**src/rtl/dir_gate_pkg.sv**
```systemverilog
// Package: shared result encoding and control-field positions for the
// deactivate-register write arbiter.
// Assumes: hypervisor control vectors follow the bit layout below.
package dir_gate_pkg;

    // Hypervisor control field positions (shared by both state variants)
    localparam int HC_CP_TRAP  = 0;
    localparam int HC_DIR_TRAP = 1;
    localparam int HC_ALL_TRAP = 2;
    localparam int HC_FIQ_OVR  = 3;
    localparam int HC_IRQ_OVR  = 4;
    localparam int HCTL_W      = 5;

    // Routing field positions
    localparam int RT_IRQ = 0;
    localparam int RT_FIQ = 1;
    localparam int RT_W   = 2;

    // Interface-enable positions, one per level 1..3
    localparam int EN_L1 = 0;
    localparam int EN_L2 = 1;
    localparam int EN_L3 = 2;
    localparam int EN_W  = 3;

    typedef enum logic [2:0] {
        RES_PHYS  = 3'd0,
        RES_VIRT  = 3'd1,
        RES_MON   = 3'd2,
        RES_HYP   = 3'd3,
        RES_UNDEF = 3'd4
    } result_e;

    typedef struct packed {
        logic phys;
        logic virt;
        logic mon;
        logic hyp;
        logic undef;
    } result_oh_t;

    // Expand an encoded result into its one-hot form
    function automatic result_oh_t to_onehot(result_e r);
        result_oh_t oh;
        oh       = '0;
        oh.phys  = (r == RES_PHYS);
        oh.virt  = (r == RES_VIRT);
        oh.mon   = (r == RES_MON);
        oh.hyp   = (r == RES_HYP);
        oh.undef = (r == RES_UNDEF);
        return oh;
    endfunction

endpackage

```
**src/rtl/dir_gate_route.sv**
```systemverilog
// Module: monitor-routing evaluator.
// Picks the routing-bit set that matches the monitor level's execution
// state and reports whether both IRQ and FIQ route to the monitor.
// Level 1 in 32-bit monitor state is exempt while the core is in monitor
// mode; level 2 has no such exemption.
// Assumes: inputs are settled when the result register samples them.
module dir_gate_route
    import dir_gate_pkg::*;
(
    input  logic            l3_present,
    input  logic            l3_is_32,
    input  logic            in_monitor_mode,
    input  logic [RT_W-1:0] route64,
    input  logic [RT_W-1:0] route32,
    output logic            both_l1,
    output logic            both_l2
);

    logic [RT_W-1:0] sel;
    logic            all_set;

    // Choose the routing set for the monitor level's state
    always_comb begin
        sel     = l3_is_32 ? route32 : route64;
        all_set = l3_present && sel[RT_IRQ] && sel[RT_FIQ];
    end

    // Apply the level-1 monitor-mode exemption for 32-bit monitor state
    always_comb begin
        both_l1 = all_set && !(l3_is_32 && in_monitor_mode);
        both_l2 = all_set;
    end

endmodule

```
**src/rtl/dir_gate_hyp.sv**
```systemverilog
// Module: hypervisor control evaluator.
// Selects the 32-bit or 64-bit control set for the hypervisor level and
// condenses it into three gated conditions: coprocessor trap, deactivate
// or common trap, and interrupt override.
// Assumes: outputs are meaningful only for level-1 requests.
module dir_gate_hyp
    import dir_gate_pkg::*;
(
    input  logic              hyp_enable,
    input  logic              l2_is_32,
    input  logic [HCTL_W-1:0] hctl64,
    input  logic [HCTL_W-1:0] hctl32,
    output logic              cp_trap,
    output logic              dir_trap,
    output logic              ovr_virt
);

    logic [HCTL_W-1:0] ctl;

    // Choose the control set and gate it by the hypervisor enable
    always_comb begin
        ctl      = hyp_enable ? (l2_is_32 ? hctl32 : hctl64) : '0;
        cp_trap  = ctl[HC_CP_TRAP];
        dir_trap = ctl[HC_DIR_TRAP] || ctl[HC_ALL_TRAP];
        ovr_virt = ctl[HC_FIQ_OVR] || ctl[HC_IRQ_OVR];
    end

endmodule

```
**src/rtl/dir_gate_prio.sv**
```systemverilog
// Module: prioritised result selector.
// Walks the fixed check order for each privilege level and returns one
// encoded result. Purely combinational.
// Assumes: route and hypervisor conditions come pre-selected and gated.
module dir_gate_prio
    import dir_gate_pkg::*;
#(
    parameter int LVL_W = 2
) (
    input  logic [LVL_W-1:0] level,
    input  logic             feats_ok,
    input  logic             prio_flag,
    input  logic             route_flag,
    input  logic             both_l1,
    input  logic             both_l2,
    input  logic             cp_trap,
    input  logic             dir_trap,
    input  logic             ovr_virt,
    input  logic [EN_W-1:0]  if_en,
    output result_e          result
);

    // Outcome of a both-bits routing hit, shared by levels 1 and 2
    result_e route_res;
    always_comb route_res = route_flag ? RES_UNDEF : RES_MON;

    // Priority walk per privilege level
    always_comb begin
        result = RES_UNDEF;
        if (feats_ok) begin
            unique case (level)
                LVL_W'(1): begin
                    if (prio_flag && both_l1)  result = RES_UNDEF;
                    else if (cp_trap)          result = RES_HYP;
                    else if (!if_en[EN_L1])    result = RES_UNDEF;
                    else if (dir_trap)         result = RES_HYP;
                    else if (ovr_virt)         result = RES_VIRT;
                    else if (both_l1)          result = route_res;
                    else                       result = RES_PHYS;
                end
                LVL_W'(2): begin
                    if (prio_flag && both_l2)  result = RES_UNDEF;
                    else if (!if_en[EN_L2])    result = RES_UNDEF;
                    else if (both_l2)          result = route_res;
                    else                       result = RES_PHYS;
                end
                LVL_W'(3): begin
                    result = if_en[EN_L3] ? RES_PHYS : RES_UNDEF;
                end
                default: result = RES_UNDEF;
            endcase
        end
    end

endmodule

```
**src/rtl/dir_write_gate.sv**
```systemverilog
// Module: top of the deactivate-register write arbiter.
// Combines routing and hypervisor evaluation with the priority selector
// and registers a one-hot result plus syndrome one cycle after a request.
// Assumes: synchronous active-low reset; inputs stable while req_valid.
module dir_write_gate
    import dir_gate_pkg::*;
#(
    parameter int          SYND_W   = 6,
    parameter logic [5:0]  HYP_CODE = 6'h03
) (
    input  logic              clk,
    input  logic              rst_n,
    input  logic              req_valid,
    input  logic [1:0]        cur_level,
    input  logic              has_aa32_l1,
    input  logic              has_irq_if,
    input  logic              l3_present,
    input  logic              l3_is_32,
    input  logic              in_monitor_mode,
    input  logic              undef_prio_flag,
    input  logic              undef_route_flag,
    input  logic              hyp_enable,
    input  logic              l2_is_32,
    input  logic [1:0]        route64,
    input  logic [1:0]        route32,
    input  logic [4:0]        hctl64,
    input  logic [4:0]        hctl32,
    input  logic [2:0]        sysreg_en,
    output logic              out_valid,
    output logic              out_undef,
    output logic              out_hyp_trap,
    output logic              out_mon_trap,
    output logic              out_virt_wr,
    output logic              out_phys_wr,
    output logic [SYND_W-1:0] out_syndrome
);

    localparam logic [SYND_W-1:0] SYND_HYP = SYND_W'(HYP_CODE);

    logic       both_l1, both_l2;
    logic       cp_trap, dir_trap, ovr_virt;
    logic       feats_ok;
    result_e    result;
    result_oh_t res_q;

    always_comb feats_ok = has_aa32_l1 && has_irq_if;

    dir_gate_route u_route (
        .l3_present      (l3_present),
        .l3_is_32        (l3_is_32),
        .in_monitor_mode (in_monitor_mode),
        .route64         (route64),
        .route32         (route32),
        .both_l1         (both_l1),
        .both_l2         (both_l2)
    );

    dir_gate_hyp u_hyp (
        .hyp_enable (hyp_enable),
        .l2_is_32   (l2_is_32),
        .hctl64     (hctl64),
        .hctl32     (hctl32),
        .cp_trap    (cp_trap),
        .dir_trap   (dir_trap),
        .ovr_virt   (ovr_virt)
    );

    dir_gate_prio #(.LVL_W(2)) u_prio (
        .level      (cur_level),
        .feats_ok   (feats_ok),
        .prio_flag  (undef_prio_flag),
        .route_flag (undef_route_flag),
        .both_l1    (both_l1),
        .both_l2    (both_l2),
        .cp_trap    (cp_trap),
        .dir_trap   (dir_trap),
        .ovr_virt   (ovr_virt),
        .if_en      (sysreg_en),
        .result     (result)
    );

    // Capture the result and syndrome on each request, clear otherwise
    always_ff @(posedge clk) begin
        if (!rst_n || !req_valid) begin
            out_valid    <= 1'b0;
            res_q        <= '0;
            out_syndrome <= '0;
        end else begin
            out_valid    <= 1'b1;
            res_q        <= to_onehot(result);
            out_syndrome <= (result == RES_HYP) ? SYND_HYP : '0;
        end
    end

    always_comb begin
        out_undef    = res_q.undef;
        out_hyp_trap = res_q.hyp;
        out_mon_trap = res_q.mon;
        out_virt_wr  = res_q.virt;
        out_phys_wr  = res_q.phys;
    end

    // one result when valid, none otherwise
    p_onehot_r11: assert property (@(posedge clk) disable iff (!rst_n)
        $countones({out_undef, out_hyp_trap, out_mon_trap, out_virt_wr, out_phys_wr})
            == (out_valid ? 1 : 0));

    // result valid follows the request strobe by one cycle
    p_latency_r11: assert property (@(posedge clk) disable iff (!rst_n)
        req_valid |=> out_valid);

    p_idle_r11: assert property (@(posedge clk) disable iff (!rst_n)
        !req_valid |=> !out_valid);

    // syndrome present only with a hypervisor trap
    p_syndrome_r11: assert property (@(posedge clk) disable iff (!rst_n)
        out_syndrome == (out_hyp_trap ? SYND_HYP : '0));

    // missing features always give undefined
    p_nofeat_r1: assert property (@(posedge clk) disable iff (!rst_n)
        (req_valid && !(has_aa32_l1 && has_irq_if)) |=> out_undef);

    // level 0 is always undefined
    p_level0_r2: assert property (@(posedge clk) disable iff (!rst_n)
        (req_valid && cur_level == 2'd0) |=> out_undef);

    // enabled level 3 with features present writes the physical register
    p_level3_r10: assert property (@(posedge clk) disable iff (!rst_n)
        (req_valid && cur_level == 2'd3 && has_aa32_l1 && has_irq_if && sysreg_en[2])
            |=> out_phys_wr);

endmodule

```
**config.mk**
```make
export PLATFORM = sky130hd
export DESIGN_NAME = dir_write_gate
export DESIGN_NICKNAME = d
export VERILOG_FILES = /design/src/rtl/dir_gate_pkg.sv /design/src/rtl/dir_gate_route.sv /design/src/rtl/dir_gate_hyp.sv /design/src/rtl/dir_gate_prio.sv /design/src/rtl/dir_write_gate.sv
export SDC_FILE = /design/constraint.sdc
export NUM_CORES = 1
export LEC_CHECK = 0
export CORE_MARGIN = 2
export CORE_UTILIZATION = 28
export CTS_CLUSTER_DIAMETER = 60
export DETAILED_ROUTE_END_ITERATION = 8
export PLACE_DENSITY_LB_ADDON = 0.1
export SYNTH_ARGS = -nofsm -noshare
export SYNTH_HDL_FRONTEND = slang
export SYNTH_SLANG_ARGS = --single-unit
```
**constraint.sdc**
```tcl
create_clock -name clk -period 1.68 [get_ports clk]
set_input_delay 0.336 -clock clk [delete_from_list [all_inputs] [get_ports clk]]
set_output_delay 0.336 -clock clk [all_outputs]
set_load 0.005 [all_outputs]
```
==> results of run 1 <==
-- what timing repair did --
item | in CTS | in global routing
pin swaps | 2 | 16
gates resized for setup | 5 | 23
endpoints found under the setup margin | 4 | 4
setup buffers | 0 | 2
-- cell families after synthesis --
logic type      count (synthesis)  share of synthesized area, %
compound gates                 13                          20.1
flops                           6                          24.4
buf+inv                         8                          10.7
other cells                     1                         0.761
simple gates                   33                          41.9
mux                             1                          2.28
-- metrics by stage --
step	setup TNS (ns)	power, mW
after global placement	-1.42	0.296
after CTS	0	0.422
after global routing	-0.00725	0.453
final	0	0.428
after detailed placement	-1.55	0.297
after floorplan	0	0.197
-- flip-flops by register name (all words and copies together), names as in the netlist --
register / flops
out_mon_trap: 1
out_phys_wr: 1
out_syndrome: 1
out_undef: 1
out_valid: 1
out_virt_wr: 1
-- power breakdown --
part           internal [mW]  switching (mW)
clock                 0.0802          0.0432
sequential             0.146        0.000633
combinational          0.104          0.0538
total                  0.330          0.0976
-- per-layer routing --
metal,up-vias,share of wire (%),track usage [%]
met5,-,0,0
met3,0,5.7,3.97
li1,328,-,-
met4,0,0,3.43
met2,27,56,27.8
met1,282,38,12.3
-- layout by cell type, fill, tap and decap left out, types with 2 or more instances in the layout --
| master | synthesis | layout |
|---|---|---|
| clkbuf_4 | 0 | 3 |
| clkdlybuf4s50_1 | 0 | 24 |
| nand2_1 | 6 | 5 |
| dlygate4sd2_1 | 0 | 2 |
| dlymetal6s2s_1 | 0 | 12 |
| buf_4 | 6 | 12 |
| dfxtp_1 | 6 | 6 |
| or3_4 | 1 | 2 |
| or3b_4 | 0 | 2 |
| nor3_1 | 4 | 2 |
| nand2b_1 | 2 | 2 |
| nand3b_1 | 2 | 2 |
| a21oi_1 | 4 | 3 |
| inv_1 | 2 | 2 |
| and3b_1 | 2 | 2 |
| conb_1 | 1 | 4 |
| nand4_1 | 5 | 5 |
| nor3_2 | 0 | 2 |
| a21oi_2 | 1 | 2 |
-- cell type report --
| class | count | area, µm² |
|---|---|---|
| Sequential cell | 6 | 120 |
| Clock buffer | 3 | 22.5 |
| Fill cell | 148 | 637 |
| Timing Repair Buffer | 50 | 498 |
| Multi-Input combinational cell | 51 | 383 |
| Tap cell | 17 | 21.3 |
| Inverter | 2 | 7.51 |
-- worst paths after layout --
kind / start / to / slack, ns / depth (start not counted)
setup / recovery: hctl32[3] / out_mon_trap / 0.05 / 6
hold / removal: l3_present / out_undef / 0.66 / 5
==> results.json, run 1 <==
{
  "antenna_left": 0,
  "maxCapViolations": 0,
  "syn_inst": 62,
  "cpPeakStageDelay_ns": 0.40,
  "dieHeight_um": 46.0,
  "period_minus_slack_ns": 1.63,
  "worstPathArrival_ns": 1.79,
  "finalWirelength_um": 1410,
  "grt_usage_pct": 13.5,
  "vias_per_cell": 4.94,
  "synth_common_cells": "6 x buf_4, 6 x dfxtp_1, 6 x nand2_1",
  "fin_nets": 145,
  "clkTransAtPathRegs_ns": 0.04,
  "diodes": 0,
  "vias": 637,
  "critPathLaunchType": "input pin",
  "peakVddDrop_mv": 0.178,
  "drt_iter0_markers": 3,
  "setup_slack_ns": 0.0465,
  "post_route_cells_drive_above_1_share_pct": 25.9,
  "post-route-util_pct": 62.3,
  "fin_crit_sh_pct": 97.2,
  "grt_pass1_vias": 579,
  "max_freq_mhz": 612,
  "cts_hold_buf": 0,
  "grt_antenna_before_repair": 0,
  "routabilityCongestion": 0.686,
  "placed_cells": 125,
  "setup_viol": 0,
  "htreeDepth": 1,
  "worst_setup_path_end_kind": "flop",
  "initial_core_util_pct": 29.2,
  "cts_tree": "done",
  "synthFlopType": "dfxtp_1",
  "yosysTopAreaCellShare_pct": 24.4,
  "worstPathBufferInverterCount": 1,
  "whs_ns": 0.665,
  "area_growth_pct": 113,
  "synthArstFlopShare_pct": 0,
  "cp_cell_sequence": "clkdlybuf4s50_1 -> or3b_4 -> nand3_2 -> nand4bb_1 -> o211a_1 -> nor3_1",
  "rows": 15,
  "ys_types": 31,
  "synth_edf_count": 0,
  "clkSinkCount": 6,
  "avgSynthCellArea_um2": 7.95,
  "hpwlAfterDp_um": 1150,
  "grt_max_degree": 6,
  "slew_violations": 0,
  "wire_per_inst_um": 10.9,
  "cp_top_family": "simple AND/OR/NAND/NOR gates",
  "hold_class": "in -> reg",
  "p_leak_nw": 0.529,
  "critPathRequiredTime_ns": 1.83,
  "cp_max_fo": 2,
  "dr.pass1.iters": 4,
  "synth-seq-cells": 6,
  "placed_area_um2": 943,
  "post-place-ws_ns": -0.355,
  "p_per_area_nw_per_um2": 406,
  "outcome": "completed",
  "clockBufferDepth": 2,
  "drc": 0,
  "yosysWarnings": 0,
  "path_class": "in -> reg",
  "design.portCount": 43,
  "root_buffer": "clkbuf_4",
  "core_area_um2": 1690,
  "overflow": 0,
  "dieArea_um2": 2110,
  "worst_path_max_delay_cell": "clkdlybuf4s50_1",
  "syn_area_um2": 493,
  "hold_violations": 0,
  "grt_pass1_wl_um": 2100,
  "cts-buffers-inserted": 3,
  "fin_cells": 129,
  "ys_seq_area_share_pct": 24.4,
  "ys_top_cells_by_area": "dfxtp_1 24%, buf_4 9.1%, nand4_1 6.3%, nand2_1 4.6%, a21oi_1 4.1%",
  "portBuffers": 38,
  "stdcell_area_um2": 1050,
  "die-width_um": 46.0,
  "synth_area_leader_cell": "dfxtp_1"
}
(Power assumes the default switching activity.)
==> run 2: changes to the inputs <==
--- a/config.mk
+++ b/config.mk
@@ -5,11 +5,12 @@
 export SDC_FILE = /design/constraint.sdc
 export NUM_CORES = 1
 export LEC_CHECK = 0
+export ABC_AREA = 1
 export CORE_MARGIN = 2
-export CORE_UTILIZATION = 28
+export CORE_UTILIZATION = 30
 export CTS_CLUSTER_DIAMETER = 60
 export DETAILED_ROUTE_END_ITERATION = 8
-export PLACE_DENSITY_LB_ADDON = 0.1
+export PLACE_DENSITY_LB_ADDON = 0.12
 export SYNTH_ARGS = -nofsm -noshare
 export SYNTH_HDL_FRONTEND = slang
 export SYNTH_SLANG_ARGS = --single-unit
==> run 2 against run 1 <==
  * Die area decreased by 6.1%
  * Design area decreased by 15%
  * First-iteration DRC count shrank 67%
  * Clock-buffer cell count is the same
  * Fmax is 6.8% higher
  * Clock power increased by 3%
  * Critical endpoint is now out_phys_wr
  * Largest cell class unchanged
  * Largest power group is now sequential cells
==> results.json, run 2 <==
{
  "outcome": "completed",
  "clkSinkCount": 6,
  "p_switching_uw": 103,
  "avgSynthCellArea_um2": 5.94,
  "core_area_um2": 1520,
  "drc": 0,
  "cp_max_fo": 5,
  "ys_types": 17,
  "portBuffers": 38,
  "maxCapViolations": 0,
  "synthArstFlopShare_pct": 0,
  "p_int_uw": 315,
  "ys_top_cells_by_area": "dfxtp_1 24%, nand2_1 17%, buf_4 9.1%, nor2_1 9.1%, inv_1 7.6%",
  "grt_usage_pct": 13.8,
  "syn_inst": 83,
  "fin_crit_sh_pct": 91.1,
  "p_total_uw": 417,
  "vias": 608,
  "setup_viol": 0,
  "yosysTopAreaCellShare_pct": 24.4,
  "dieArea_um2": 1980,
  "dr.pass1.iters": 3,
  "synth_common_cells": "22 x nand2_1, 12 x nor2_1, 10 x inv_1",
  "rsz0062_at_grt": "no",
  "critPathRequiredTime_ns": 1.81,
  "antenna_left": 0,
  "setup_slack_ns": 0.150,
  "area_growth_pct": 81.5,
  "clockBufferDepth": 2,
  "worstPathArrival_ns": 1.66,
  "peakVddDrop_mv": 0.348,
  "p_comb_share_pct": 34.5,
  "cpPeakStageDelay_ns": 0.46,
  "whs_path_depth": 3,
  "worst_setup_path_end_kind": "flop",
  "cp_common_cell": "nand2_1",
  "routabilityCongestion": 0.707,
  "regArea_um2": 120,
  "cp_cell_sequence": "clkdlybuf4s50_1 -> nand2_1 -> nand2_2 -> nand2_2 -> nor2_4 -> nand3_2 -> nand2_1 -> nand2_1 -> nand2_1 -> nand2_1 -> nand2_2 -> nand2_2 -> nand2_1 -> nor2_1",
  "cts-buffers-inserted": 3,
  "period_minus_slack_ns": 1.53,
  "final_common_cell": "clkdlybuf4s50_1",
  "grt_max_degree": 6,
  "post_route_cells_drive_above_1_share_pct": 11.5,
  "overflow": 0,
  "clkTransAtPathRegs_ns": 0.04,
  "synth_edf_count": 0,
  "syn_area_um2": 493,
  "p_leak_nw": 0.426,
  "hold_start": "req_valid",
  "die-width_um": 44.5,
  "rows": 14,
  "synthFlopType": "dfxtp_1",
  "max_freq_mhz": 654,
  "finalWirelength_um": 1140,
  "synth.most_common_cell": "nand2_1",
  "design.portCount": 43,
  "ys_seq_area_share_pct": 24.4,
  "num-fill-cells": 157,
  "post-place-ws_ns": -0.112,
  "synth_area_leader_cell": "dfxtp_1",
  "p_clk_share_pct": 30.3,
  "vias_per_cell": 4.41,
  "multi_input_area_um2": 298,
  "hold_violations": 0,
  "initial_core_util_pct": 32.3,
  "wire_per_inst_um": 8.26,
  "root_buffer": "clkbuf_4",
  "fin_nets": 155,
  "critPathLaunchType": "input pin",
  "cts_tree": "done",
  "min_to": "out_undef",
  "worst_path_max_delay_cell": "clkdlybuf4s50_1",
  "grt_pass1_wl_um": 2100,
  "htreeDepth": 1,
  "diodes": 0,
  "path_class": "in -> reg",
  "hold_class": "in -> reg",
  "drt_iter0_markers": 1,
  "slew_violations": 0,
  "final_cell_mix": "36 x clkdlybuf4s50_1, 22 x nand2_1, 12 x nor2_1, 9 x inv_1, 7 x nand3_1",
  "yosysWarnings": 0,
  "grt_pass1_vias": 568,
  "grt_antenna_before_repair": 0,
  "dieHeight_um": 44.5,
  "sw_frac_of_total_pct": 24.6,
  "synth-seq-cells": 6,
  "hpwlAfterDp_um": 1060,
  "p_seq_share_pct": 35.2,
  "p_per_area_nw_per_um2": 467
}
-- run 2: final cells by class --
| class | count | area share, % |
|---|---|---|
| timing repair buffer | 39 | 43.9 |
| sequential | 6 | 13.4 |
| multi-input combinational | 63 | 33.3 |
| inverter | 11 | 4.62 |
| clock buffer | 3 | 2.52 |
| tap | 16 | 2.24 |
-- run 2: critical path, delay by kind of cell --
kind / cells / cell delay (ns)
and+or+nand+nor: 13 / 0.87
buffers and inverters: 1 / 0.46
-- run 2: cells by family after synthesis --
| family | count (synthesis) | synth area share [%] |
|---|---|---|
| AOI/OAI and AO/OA | 8 | 9.39 |
| buffers and inverters | 17 | 17.5 |
| DFF | 6 | 24.4 |
| other | 1 | 0.761 |
| and+or+nand+nor | 51 | 48.0 |
-- run 2: what timing repair did --
action,CTS,global route
setup endpoints to repair,0,4
endpoints found under the hold margin,0,0
hold buffers,0,0
resized for setup,0,3
setup buffers,0,0
-- run 2: worst max path at each step --
stage                           from           to  slack, ns
after detailed placement    l3_is_32  out_phys_wr      -0.11
after global placement      l3_is_32  out_phys_wr       -0.1
after CTS                   l3_is_32  out_phys_wr       0.14
after floorplan           route64[1]  out_phys_wr       0.49
after global routing       hctl32[4]  out_virt_wr      0.006
final                     route64[1]  out_phys_wr       0.15
-- run 2: power by group through the flow --
stage               clock [mW]  combinational [mW]  sequential [mW]
finish                   0.127               0.144            0.147
global route             0.147               0.161            0.147
CTS                      0.133               0.145            0.147
detailed placement           0               0.145            0.149
global placement             0               0.143            0.149
floorplan                    0              0.0598            0.150
-- run 2: stage by stage --
stage                     area [µm²]  utilization, %  hold WS (ns)  setup TNS [ns]  instances
after CTS                        890            58.4         0.706               0        138
final                            895            58.7         0.710               0        138
after global placement           867            56.9         0.942          -0.260        135
after detailed placement         867            56.9         0.958          -0.365        135
after global routing             895            58.7         0.708               0        138
after floorplan                  504               -         0.484               0         86
-- run 2: routing by layer --
metal	up-vias	GRT usage [%]	part of all wire, %
li1	331	-	-
met1	250	14.4	40
met2	27	27.2	52
met3	0	4.08	8.3
met4	0	1.82	0
met5	-	0	0
==> run 3: changes to the inputs <==
--- a/config.mk
+++ b/config.mk
@@ -7,7 +7,7 @@
 export LEC_CHECK = 0
 export ABC_AREA = 1
 export CORE_MARGIN = 2
-export CORE_UTILIZATION = 30
+export CORE_UTILIZATION = 33
 export CTS_CLUSTER_DIAMETER = 60
 export DETAILED_ROUTE_END_ITERATION = 8
 export PLACE_DENSITY_LB_ADDON = 0.12
==> constraint.sdc (replaced) <==
create_clock -name clk -period 1.8 [get_ports clk]
set_input_delay 0.36 -clock clk [delete_from_list [all_inputs] [get_ports clk]]
set_output_delay 0.36 -clock clk [all_outputs]
set_load 0.005 [all_outputs]
==> run 3 against run 2 <==
  * Largest cell class unchanged
  * Worst setup slack better by 0.084 ns
  * First-iteration DRC count stayed put
  * Largest power group unchanged
  * Clock power is 9% lower
  * Critical endpoint unchanged
  * Sequential power is 7% lower
  * Critical path type unchanged
  * Highest routed layer unchanged
  * Critical path depth is 2 lower
==> results.json, run 3 (same netlist as run 2, synthesis figures left out) <==
{
  "fin_nets": 155,
  "p_leak_nw": 0.409,
  "dr.pass1.iters": 3,
  "dieHeight_um": 42.7,
  "worst_setup_path_end_kind": "flop",
  "path_class": "in -> reg",
  "design.portCount": 43,
  "post-route-util_pct": 65.8,
  "critPathLaunchType": "input pin",
  "peakVddDrop_mv": 0.171,
  "finalWirelength_um": 1140,
  "core_area_um2": 1350,
  "final_common_cell": "clkdlybuf4s50_1",
  "cp_max_fo": 4,
  "hold_violations": 0,
  "clockBufferDepth": 2,
  "die-width_um": 42.7,
  "area_growth_pct": 80.2,
  "period_minus_slack_ns": 1.57,
  "final_cell_mix": "38 x clkdlybuf4s50_1, 22 x nand2_1, 12 x nor2_1, 10 x inv_1, 7 x nand3_1",
  "drc": 0,
  "p_switching_uw": 93.3,
  "whs_path_depth": 3,
  "initial_core_util_pct": 36.5,
  "cp_cell_sequence": "clkdlybuf4s50_1 -> inv_1 -> nor2_1 -> nand2_1 -> nand3_1 -> nand2_1 -> nand2_1 -> nand3_1 -> nand2_1 -> nand2_1 -> nand3_1 -> nor2_1",
  "whs_ns": 0.722,
  "cts_tree": "done",
  "cts-buffers-inserted": 3,
  "clkSinkCount": 6,
  "outcome": "completed",
  "post_route_cells_drive_above_1_share_pct": 10.7,
  "fin_crit_sh_pct": 87.0,
  "p_clk_share_pct": 29.9,
  "clkTransAtPathRegs_ns": 0.04,
  "htreeDepth": 1,
  "overflow": 0,
  "cp_common_cell": "nand2_1",
  "portBuffers": 38,
  "placed_cells": 134,
  "routabilityCongestion": 0.704,
  "hold_class": "in -> reg",
  "rsz0062_at_grt": "no",
  "p_comb_share_pct": 34.7,
  "diodes": 0,
  "maxCapViolations": 0,
  "cts_setup_buffers": 0,
  "cts_hold_buf": 0,
  "setup_viol": 0,
  "num-fill-cells": 130,
  "grt_max_degree": 6,
  "wire_per_inst_um": 8.31,
  "worst_path_max_delay_cell": "clkdlybuf4s50_1",
  "worstPathArrival_ns": 1.69,
  "p_per_area_nw_per_um2": 436,
  "root_buffer": "clkbuf_4",
  "vias_per_cell": 4.46,
  "grt_antenna_before_repair": 0,
  "cpPeakStageDelay_ns": 0.50,
  "rows": 13,
  "sw_frac_of_total_pct": 24.1,
  "p_seq_share_pct": 35.4,
  "critPathRequiredTime_ns": 1.93,
  "max_freq_mhz": 639,
  "slew_violations": 0,
  "vias": 611,
  "p_int_uw": 294,
  "fin_cells": 137,
  "drt_iter0_markers": 1,
  "hpwlAfterDp_um": 1050,
  "cts_resized": 0,
  "grt_pass1_wl_um": 2060,
  "antenna_left": 0,
  "p_total_uw": 387,
  "grt_pass1_vias": 594,
  "dieArea_um2": 1820,
  "grt_usage_pct": 14.2
}
## run 3: cell types whose count changed in the layout (fill, tap and decap cells not counted), sizes merged
cell,change
dlymetal6s2s,-2
clkdlybuf4s50,+2
## run 3: path summary, 6_finish.rpt
kind,start,to,slack [ns]
max,l2_is_32,out_phys_wr,0.23
min,req_valid,out_undef,0.72
## run 3: routing by layer
metal	part of all wire, %	track usage [%]
met3	7.7	3.83
met1	38	13.6
met2	54	28.5
met4	0	3.75
met5	0	0
## run 3: stage by stage
| stage | worst slack [ns] | TNS [ns] | cell area (µm²) |
|---|---|---|---|
| after global placement | 0.00579 | 0 | 866 |
| after CTS | 0.237 | 0 | 888 |
| after global routing | 0.0491 | 0 | 888 |
| after floorplan | 0.585 | 0 | 504 |
| final | 0.234 | 0 | 888 |
| after detailed placement | -0.0101 | -0.0140 | 866 |
## run 3: power by group through the flow
| stage | sequential [mW] | clock (mW) | combinational, mW |
|---|---|---|---|
| after detailed placement | 0.140 | 0 | 0.135 |
| after global routing | 0.137 | 0.133 | 0.149 |
| after CTS | 0.137 | 0.123 | 0.135 |
| after floorplan | 0.140 | 0 | 0.0558 |
| after global placement | 0.139 | 0 | 0.133 |
| final | 0.137 | 0.116 | 0.135 |
## run 3: final cells by class
| type | count | area, µm² | share of cell area (%) |
|---|---|---|---|
| tap | 15 | 18.8 | 2.11 |
| sequential | 6 | 120 | 13.5 |
| multi-input combinational | 63 | 298 | 33.5 |
| clock buffer | 3 | 22.5 | 2.54 |
| inverter | 11 | 41.3 | 4.65 |
| timing repair buffer | 39 | 388 | 43.7 |
## run 3: worst max-delay path: cells and delay by family
| kind | cells | cell delay (ns) |
|---|---|---|
| simple gates | 10 | 0.75 |
| buf+inv | 2 | 0.58 |
